[src/rtl/ansi_spr_pkg.sv]
package ansi_spr_pkg;

   // byte values used by the stream
   localparam logic [7:0] CH_ESC  = 8'h1B;
   localparam logic [7:0] CH_LBR  = 8'h5B;
   localparam logic [7:0] CH_SEMI = 8'h3B;
   localparam logic [7:0] CH_H    = 8'h48;
   localparam logic [7:0] CH_M    = 8'h6D;
   localparam logic [7:0] CH_SP   = 8'h20;
   localparam logic [7:0] CH_ZERO = 8'h30;

   // black background code digits
   localparam logic [3:0] BLACK_TENS  = 4'd4;
   localparam logic [3:0] BLACK_UNITS = 4'd0;

   typedef enum logic [4:0] {
      ST_IDLE,
      ST_BK_ESC, ST_BK_BRK, ST_BK_T, ST_BK_U, ST_BK_M,
      ST_CP_ESC, ST_CP_BRK, ST_ROW_T, ST_ROW_U, ST_SEP,
      ST_COL_T, ST_COL_U, ST_CP_H,
      ST_FG_ESC, ST_FG_BRK, ST_FG_T, ST_FG_U, ST_FG_M,
      ST_SPACE, ST_FIN
   } spr_state_e;

endpackage

[src/rtl/ansi_spr_dec_fmt.sv]
module ansi_spr_dec_fmt #(
   parameter int VAL_W = 7
) (
   input  logic [VAL_W-1:0] val_i,
   output logic [3:0]       tens_o,
   output logic [3:0]       units_o,
   output logic             has_tens_o
);

   initial begin
      assert (VAL_W >= 7) else $error("dec_fmt: VAL_W must hold 99");
   end

   localparam int N_THR = 9;

   logic [N_THR-1:0] ge;

   for (genvar k = 1; k <= N_THR; k++) begin : g_thr
      assign ge[k-1] = (val_i >= VAL_W'(10 * k));
   end

   always_comb begin
      tens_o     = 4'($countones(ge));
      units_o    = 4'(val_i - (VAL_W'(tens_o) * VAL_W'(10)));
      has_tens_o = ge[0];
   end

endmodule

[src/rtl/ansi_spr_pix_sel.sv]
module ansi_spr_pix_sel #(
   parameter int SPR_W  = 3,
   parameter int SPR_H  = 5,
   parameter int LINE_W = 3,
   parameter int PIX_W  = 2
) (
   input  logic [SPR_W*SPR_H-1:0] lines_i,
   input  logic [LINE_W-1:0]      line_i,
   input  logic [PIX_W-1:0]       pix_i,
   output logic                   pix_o
);

   logic [SPR_W-1:0] rows [SPR_H];

   for (genvar k = 0; k < SPR_H; k++) begin : g_row
      assign rows[k] = lines_i[k*SPR_W +: SPR_W];
   end

   // leftmost pixel is the most significant bit of a line
   logic [PIX_W-1:0] bit_idx;
   assign bit_idx = PIX_W'(SPR_W - 1) - pix_i;

   always_comb begin
      pix_o = 1'b0;
      if (int'(line_i) < SPR_H && int'(bit_idx) < SPR_W)
         pix_o = rows[line_i][bit_idx];
   end

endmodule

[src/rtl/ansi_spr_byte_mux.sv]
module ansi_spr_byte_mux
   import ansi_spr_pkg::*;
(
   input  spr_state_e  state_i,
   input  logic [3:0]  row_tens_i,
   input  logic [3:0]  row_units_i,
   input  logic [3:0]  col_tens_i,
   input  logic [3:0]  col_units_i,
   input  logic [3:0]  fg_tens_i,
   input  logic [3:0]  fg_units_i,
   output logic [7:0]  byte_o
);

   function automatic logic [7:0] digit(input logic [3:0] d);
      return CH_ZERO + {4'b0, d};
   endfunction

   always_comb begin
      unique case (state_i)
         ST_BK_ESC, ST_CP_ESC, ST_FG_ESC: byte_o = CH_ESC;
         ST_BK_BRK, ST_CP_BRK, ST_FG_BRK: byte_o = CH_LBR;
         ST_BK_T:  byte_o = digit(BLACK_TENS);
         ST_BK_U:  byte_o = digit(BLACK_UNITS);
         ST_BK_M, ST_FG_M: byte_o = CH_M;
         ST_ROW_T: byte_o = digit(row_tens_i);
         ST_ROW_U: byte_o = digit(row_units_i);
         ST_SEP:   byte_o = CH_SEMI;
         ST_COL_T: byte_o = digit(col_tens_i);
         ST_COL_U: byte_o = digit(col_units_i);
         ST_CP_H:  byte_o = CH_H;
         ST_FG_T:  byte_o = digit(fg_tens_i);
         ST_FG_U:  byte_o = digit(fg_units_i);
         ST_SPACE: byte_o = CH_SP;
         default:  byte_o = 8'h00;
      endcase
   end

endmodule

[src/rtl/ansi_spr_ctrl.sv]
module ansi_spr_ctrl
   import ansi_spr_pkg::*;
#(
   parameter int SPR_W   = 3,
   parameter int SPR_H   = 5,
   parameter int COORD_W = 7,
   parameter int LINE_W  = 3,
   parameter int PIX_W   = 2
) (
   input  logic                   clk,
   input  logic                   rst_n,
   input  logic                   start_i,
   input  logic [COORD_W-1:0]     row_i,
   input  logic [COORD_W-1:0]     col_i,
   input  logic [COORD_W-1:0]     fg_i,
   input  logic [SPR_W*SPR_H-1:0] lines_i,
   input  logic                   tx_ready_i,
   input  logic                   pix_bit_i,
   input  logic                   row_has_tens_i,
   input  logic                   col_has_tens_i,
   output spr_state_e             state_o,
   output logic [LINE_W-1:0]      line_o,
   output logic [PIX_W-1:0]       sel_pix_o,
   output logic [COORD_W-1:0]     row_cur_o,
   output logic [COORD_W-1:0]     col_o,
   output logic [COORD_W-1:0]     fg_o,
   output logic [SPR_W*SPR_H-1:0] lines_o,
   output logic                   tx_valid_o,
   output logic                   busy_o,
   output logic                   done_o
);

   localparam logic [PIX_W-1:0]  LAST_PIX  = PIX_W'(SPR_W - 1);
   localparam logic [LINE_W-1:0] LAST_LINE = LINE_W'(SPR_H - 1);

   spr_state_e               state_q, state_d;
   logic [LINE_W-1:0]        line_q;
   logic [PIX_W-1:0]         pix_q;
   logic [COORD_W-1:0]       row_q, col_q, fg_q;
   logic [SPR_W*SPR_H-1:0]   lines_q;
   logic                     active_q;
   logic                     opening_q;
   logic                     fire;
   logic                     last_pix;

   assign tx_valid_o = (state_q != ST_IDLE) && (state_q != ST_FIN);
   assign fire       = tx_valid_o && tx_ready_i;
   assign last_pix   = (pix_q == LAST_PIX);

   // the selector looks one pixel ahead while a space is on the port
   assign sel_pix_o = (state_q == ST_SPACE && !last_pix) ? pix_q + PIX_W'(1) : pix_q;

   function automatic spr_state_e colour_step(input logic lit, input logic act);
      if (lit && !act)      return ST_FG_ESC;
      else if (!lit && act) return ST_BK_ESC;
      else                  return ST_SPACE;
   endfunction

   always_comb begin
      state_d = state_q;
      unique case (state_q)
         ST_IDLE:   if (start_i) state_d = ST_BK_ESC;
         ST_FIN:    state_d = ST_IDLE;
         default: begin
            if (fire) begin
               unique case (state_q)
                  ST_BK_ESC: state_d = ST_BK_BRK;
                  ST_BK_BRK: state_d = ST_BK_T;
                  ST_BK_T:   state_d = ST_BK_U;
                  ST_BK_U:   state_d = ST_BK_M;
                  ST_BK_M:   state_d = opening_q ? ST_CP_ESC : ST_SPACE;
                  ST_CP_ESC: state_d = ST_CP_BRK;
                  ST_CP_BRK: state_d = row_has_tens_i ? ST_ROW_T : ST_ROW_U;
                  ST_ROW_T:  state_d = ST_ROW_U;
                  ST_ROW_U:  state_d = ST_SEP;
                  ST_SEP:    state_d = col_has_tens_i ? ST_COL_T : ST_COL_U;
                  ST_COL_T:  state_d = ST_COL_U;
                  ST_COL_U:  state_d = ST_CP_H;
                  ST_CP_H:   state_d = colour_step(pix_bit_i, active_q);
                  ST_FG_ESC: state_d = ST_FG_BRK;
                  ST_FG_BRK: state_d = ST_FG_T;
                  ST_FG_T:   state_d = ST_FG_U;
                  ST_FG_U:   state_d = ST_FG_M;
                  ST_FG_M:   state_d = ST_SPACE;
                  ST_SPACE: begin
                     if (!last_pix)              state_d = colour_step(pix_bit_i, active_q);
                     else if (line_q == LAST_LINE) state_d = ST_FIN;
                     else                        state_d = ST_CP_ESC;
                  end
                  default:   state_d = ST_IDLE;
               endcase
            end
         end
      endcase
   end

   always_ff @(posedge clk) begin
      if (!rst_n) begin
         state_q   <= ST_IDLE;
         line_q    <= '0;
         pix_q     <= '0;
         row_q     <= '0;
         col_q     <= '0;
         fg_q      <= '0;
         lines_q   <= '0;
         active_q  <= 1'b0;
         opening_q <= 1'b0;
      end else begin
         state_q <= state_d;
         if (state_q == ST_IDLE && start_i) begin
            row_q     <= row_i;
            col_q     <= col_i;
            fg_q      <= fg_i;
            lines_q   <= lines_i;
            line_q    <= '0;
            pix_q     <= '0;
            active_q  <= 1'b0;
            opening_q <= 1'b1;
         end else if (fire) begin
            unique case (state_q)
               ST_BK_M: begin
                  active_q  <= 1'b0;
                  opening_q <= 1'b0;
               end
               ST_FG_M: active_q <= 1'b1;
               ST_SPACE: begin
                  if (last_pix) begin
                     pix_q <= '0;
                     if (line_q != LAST_LINE) begin
                        line_q <= line_q + LINE_W'(1);
                        row_q  <= row_q + COORD_W'(1);
                     end
                  end else begin
                     pix_q <= pix_q + PIX_W'(1);
                  end
               end
               default: ;
            endcase
         end
      end
   end

   assign state_o   = state_q;
   assign line_o    = line_q;
   assign row_cur_o = row_q;
   assign col_o     = col_q;
   assign fg_o      = fg_q;
   assign lines_o   = lines_q;
   assign busy_o    = (state_q != ST_IDLE);
   assign done_o    = (state_q == ST_FIN);

endmodule

[src/rtl/ansi_sprite_renderer.sv]
module ansi_sprite_renderer
   import ansi_spr_pkg::*;
#(
   parameter int SPR_W   = 3,
   parameter int SPR_H   = 5,
   parameter int COORD_W = 7
) (
   input  logic                   clk,
   input  logic                   rst_n,
   input  logic                   start_i,
   input  logic [COORD_W-1:0]     row_i,
   input  logic [COORD_W-1:0]     col_i,
   input  logic [COORD_W-1:0]     fg_code_i,
   input  logic [SPR_W*SPR_H-1:0] lines_i,
   output logic [7:0]             tx_data_o,
   output logic                   tx_valid_o,
   input  logic                   tx_ready_i,
   output logic                   busy_o,
   output logic                   done_o
);

   localparam int LINE_W = (SPR_H > 1) ? $clog2(SPR_H) : 1;
   localparam int PIX_W  = (SPR_W > 1) ? $clog2(SPR_W) : 1;

   initial begin
      assert (SPR_W >= 1 && SPR_W <= 16) else $error("renderer: SPR_W out of range");
      assert (SPR_H >= 1 && SPR_H <= 64) else $error("renderer: SPR_H out of range");
      assert (COORD_W >= 7)              else $error("renderer: COORD_W must hold 99");
   end

   spr_state_e               state;
   logic [LINE_W-1:0]        line_idx;
   logic [PIX_W-1:0]         sel_pix;
   logic [COORD_W-1:0]       row_cur, col_lat, fg_lat;
   logic [SPR_W*SPR_H-1:0]   lines_lat;
   logic                     pix_bit;
   logic [3:0]               row_t, row_u, col_t, col_u, fg_t, fg_u;
   logic                     row_ht, col_ht, fg_ht;

   ansi_spr_ctrl #(
      .SPR_W(SPR_W), .SPR_H(SPR_H), .COORD_W(COORD_W),
      .LINE_W(LINE_W), .PIX_W(PIX_W)
   ) u_ctrl (
      .clk            (clk),
      .rst_n          (rst_n),
      .start_i        (start_i),
      .row_i          (row_i),
      .col_i          (col_i),
      .fg_i           (fg_code_i),
      .lines_i        (lines_i),
      .tx_ready_i     (tx_ready_i),
      .pix_bit_i      (pix_bit),
      .row_has_tens_i (row_ht),
      .col_has_tens_i (col_ht),
      .state_o        (state),
      .line_o         (line_idx),
      .sel_pix_o      (sel_pix),
      .row_cur_o      (row_cur),
      .col_o          (col_lat),
      .fg_o           (fg_lat),
      .lines_o        (lines_lat),
      .tx_valid_o     (tx_valid_o),
      .busy_o         (busy_o),
      .done_o         (done_o)
   );

   ansi_spr_pix_sel #(
      .SPR_W(SPR_W), .SPR_H(SPR_H), .LINE_W(LINE_W), .PIX_W(PIX_W)
   ) u_sel (
      .lines_i (lines_lat),
      .line_i  (line_idx),
      .pix_i   (sel_pix),
      .pix_o   (pix_bit)
   );

   ansi_spr_dec_fmt #(.VAL_W(COORD_W)) u_row_fmt (
      .val_i(row_cur), .tens_o(row_t), .units_o(row_u), .has_tens_o(row_ht)
   );

   ansi_spr_dec_fmt #(.VAL_W(COORD_W)) u_col_fmt (
      .val_i(col_lat), .tens_o(col_t), .units_o(col_u), .has_tens_o(col_ht)
   );

   ansi_spr_dec_fmt #(.VAL_W(COORD_W)) u_fg_fmt (
      .val_i(fg_lat), .tens_o(fg_t), .units_o(fg_u), .has_tens_o(fg_ht)
   );

   ansi_spr_byte_mux u_mux (
      .state_i     (state),
      .row_tens_i  (row_t),
      .row_units_i (row_u),
      .col_tens_i  (col_t),
      .col_units_i (col_u),
      .fg_tens_i   (fg_t),
      .fg_units_i  (fg_u),
      .byte_o      (tx_data_o)
   );

   // the colour code is always two digits, so its tens flag is unused
   logic unused_fg_ht;
   assign unused_fg_ht = fg_ht;

endmodule

[config.mk]
export PLATFORM = sky130hd
export DESIGN_NAME = ansi_sprite_renderer
export DESIGN_NICKNAME = d
export VERILOG_FILES = /design/src/rtl/ansi_spr_pkg.sv /design/src/rtl/ansi_spr_dec_fmt.sv /design/src/rtl/ansi_spr_pix_sel.sv /design/src/rtl/ansi_spr_byte_mux.sv /design/src/rtl/ansi_spr_ctrl.sv /design/src/rtl/ansi_sprite_renderer.sv
export SDC_FILE = /design/constraint.sdc
export NUM_CORES = 1
export LEC_CHECK = 0
export ABC_AREA = 1
export BUFFER_PORTS_ARGS = -buffer_cell sky130_fd_sc_hd__buf_2
export CORE_ASPECT_RATIO = 1.25
export CORE_UTILIZATION = 30
export DETAILED_ROUTE_END_ITERATION = 8
export GPL_ROUTABILITY_DRIVEN = 0
export PLACE_DENSITY = 0.47
export REMOVE_ABC_BUFFERS = 1
export SYNTH_ARGS = -nofsm -noshare
export SYNTH_HDL_FRONTEND = slang
export SYNTH_SLANG_ARGS = --single-unit
[constraint.sdc]
create_clock -name clk -period 7.23 [get_ports clk]
set_input_delay 0.3615 -clock clk [delete_from_list [all_inputs] [get_ports clk]]
set_output_delay 0.3615 -clock clk [all_outputs]
set_load 0.01 [all_outputs]
==> results.py <==
metrics = {
    "sta": {
        "hold_violations": 0,
        "setup_viol": 0,
        "finalMaxSlewViolations": 0,
        "fmax_mhz": 221,
        "finalCriticalPeriod_ps": 4530,
        "whs_ps": 300,
        "setup-tns-final_ps": 0,
        "worst_slack_ps": 2700,
        "worst_pin_slew_ps": 636,
        "clock_skew_ps": 6.24,
        "rsz0062_at_grt": "false",
        "fin_crit_sh_pct": 62.7,
        "slew_headroom_pct": 57.6,
    },
    "synth": {
        "yosysSeqAreaShare_pct": 24.2,
        "synth_area_per_cell_um2": 6.78,
        "ys_ff_latch": 48,
        "synthCells": 585,
        "yosysWarnings": 0,
        "synthesis.area_um2": 3970,
        "synthDistinctLibCells": 36,
    },
    "power_and_ir_drop": {
        "power.switching_uw": 685,
        "pwr-share-clk_pct": 18.2,
        "swShare_pct": 44.7,
        "p_int_uw": 848,
        "pwr-share-seq_pct": 23.3,
        "ir_drop_v": 0.000231,
        "p_per_area_nw_per_um2": 340,
        "leakage_uw": 0.00204,
        "combPwrFrac_pct": 58.5,
    },
    "cts": {
        "post_cts_buffers": 0,
        "worst_skew_pair.late_latency_ps": 300,
        "ctsResizeCount": 0,
        "cts_sinks": 48,
        "cts_root_buf": "clkbuf_16",
        "cts_max_level": 2,
        "clk_path_buf_depth": 2,
        "clk_pin_slew_worst_paths_ps": 70,
        "cts_buffers": 5,
        "cts_tree": "done",
        "hold_buffers": 0,
    },
    "floorplan": {
        "io_pins": 51,
        "core.rowCount": 46,
        "core_area_um2": 12800,
        "fp.dieW_um": 105,
        "die_y_um": 131,
        "start_util_pct": 31.0,
        "dieArea_um2": 13700,
    },
    "global_route": {
        "grt_pass1_vias": 3646,
        "antenna_found_initial": 0,
        "grt_max_degree": 48,
        "track_usage_pct": 15.9,
        "overflow": 0,
        "grt_pass1_wl_mm": 17.3,
    },
    "setup_path": {
        "end_kind": "primary output",
        "arrival_ps": 4170,
        "worst-path-max-fanout": 9,
        "path_class": "register to primary output",
        "cp_data_required_time_ps": 6870,
        "critPathLaunchType": "register",
    },
    "placement": {
        "hpwl_mm": 7.96,
        "postPlaceCellArea_um2": 4340,
        "io_buffers": 49,
        "pre_cts_ws_ps": 3000,
    },
    "drt": {
        "drc": 0,
        "dr.pass1.iters": 4,
        "routed_wl_mm": 10.1,
        "wire_per_inst_um": 12.7,
        "num_vias": 3769,
        "first_iter_violations": 189,
        "ant_nets": 0,
        "vias_per_cell": 4.73,
    },
    "final_layout": {
        "mostFrequentLayoutCells": "102 x nand2_1, 89 x inv_1, 76 x nor2_1, 61 x o21ai_0, 49 x buf_2",
        "fillers": 1457,
        "drive_above_1_share_pct": 11.9,
        "final_common_cell": "nand2_1",
        "final_nets": 713,
        "area_delta_synth_final_pct": 13.6,
        "utilization_pct": 35.3,
        "antenna_cells": 0,
        "fin_area_um2": 4510,
    },
    "flow_run": {
        "cap_violations": 0,
    },
    "worst_hold_path": {
        "worstHoldPathType": "primary input to register",
    },
    "run_status": {
        "status": "completed",
    },
}
[layout make-up]
class / count / area [µm²] / share of cell area, %
sequential: 48 / 961 / 21.3
clock buffer: 5 / 125 / 2.78
timing repair buffer: 51 / 260 / 5.77
clock inverter: 3 / 46.3 / 1.03
multi-input combinational: 426 / 2550 / 56.5
inverter: 95 / 357 / 7.91
tap: 168 / 210 / 4.66
[stage by stage]
step | total power [µW] | cells
2_1_floorplan | 1040 | 569
3_3_place_gp | 1260 | 788
6_report | 1530 | 796
3_5_place_dp | 1270 | 788
5_1_grt | 1720 | 796
4_1_cts | 1570 | 796
[registers in the layout, indices dropped and copies added, names as in the netlist]
| register | flops |
|---|---|
| u_ctrl.lines_o | 15 |
| u_ctrl.col_o | 7 |
| u_ctrl.fg_o | 7 |
| u_ctrl.row_cur_o | 7 |
| u_ctrl.state_o | 5 |
| u_ctrl.line_o | 3 |
| u_ctrl.pix_q | 2 |
| u_ctrl.active_q | 1 |
| u_ctrl.opening_q | 1 |
[cell families (layout without fill, tap and decap cells)]
logic type,after synthesis,after routing,share of synthesized area [%]
compound gates,130,130,17.5
xor+xnor,14,14,3.09
fa+ha+maj,46,46,17.9
buf+inv,111,154,11.5
flops,48,48,24.2
other cells,1,1,0.0945
simple gates,235,235,25.6
[synthesized netlist by cell type]
master / instances / area (µm²)
a211oi_1: 2 / 15.0
a21boi_0: 1 / 7.51
a21oi_1: 45 / 225
a31oi_1: 2 / 12.5
buf_2: 5 / 25.0
buf_4: 3 / 22.5
buf_6: 3 / 33.8
clkbuf_1: 4 / 15.0
clkbuf_2: 1 / 5.00
clkinv_1: 2 / 7.51
conb_1: 1 / 3.75
dfxtp_1: 48 / 961
fa_1: 18 / 360
ha_1: 28 / 350
inv_1: 89 / 334
inv_2: 4 / 15.0
nand2_1: 102 / 383
nand2_4: 1 / 11.3
nand3_1: 38 / 190
nand3_2: 1 / 10.0
nand3b_1: 1 / 7.51
nand4_1: 3 / 18.8
nor2_1: 76 / 285
nor2_2: 3 / 18.8
nor2_4: 4 / 45.0
nor2_8: 1 / 20.0
nor3_1: 3 / 15.0
o211ai_1: 5 / 37.5
o21ai_0: 61 / 305
o21ai_1: 4 / 20.0
o221ai_1: 2 / 17.5
o22ai_1: 6 / 37.5
o31ai_1: 2 / 15.0
or2_2: 2 / 12.5
xnor2_1: 4 / 35.0
xor2_1: 10 / 87.6
[power by group through the flow]
stage / combinational [µW] / clock (µW) / sequential (µW)
6_report: 898 / 279 / 357
2_1_floorplan: 689 / 0 / 351
4_1_cts: 916 / 293 / 357
3_3_place_gp: 901 / 0 / 362
3_5_place_dp: 906 / 0 / 363
5_1_grt: 1050 / 300 / 365
[final timing paths]
check,startpoint,to,slack (ps),cells past startpoint
worst min register to register,u_ctrl.lines_o[12],u_ctrl.lines_o[12],470,2
worst max register to register,u_ctrl.state_o[2],u_ctrl.state_o[2],4540,17
worst min-delay path,lines_i[4],u_ctrl.lines_o[4],300,3
worst max-delay path,u_ctrl.row_cur_o[3],tx_data_o[3],2700,16
[critical path, cell delays in order (launching register included)]
cell and delay (ps):
dfxtp_1 510, nand2_1 160, nor3_1 270, or2_2 170, ha_1 230, fa_1 500
inv_1 50, fa_1 590, inv_1 60, ha_1 180, fa_1 370, xor2_1 200
xor2_1 150, o21ai_0 90, nor2_1 100, nand3_1 80, buf_2 150
[per-layer routing]
metal | part of all wire (%) | GRT usage, % | routed length, µm
met1 | 45 | 19.1 | 4530
met2 | 50 | 29.3 | 5070
met4 | 1.5 | 4.89 | 149
met3 | 3.4 | 2.43 | 341
met5 | 0 | 0 | 0
Note: power is estimated with default switching activity, not from simulation.
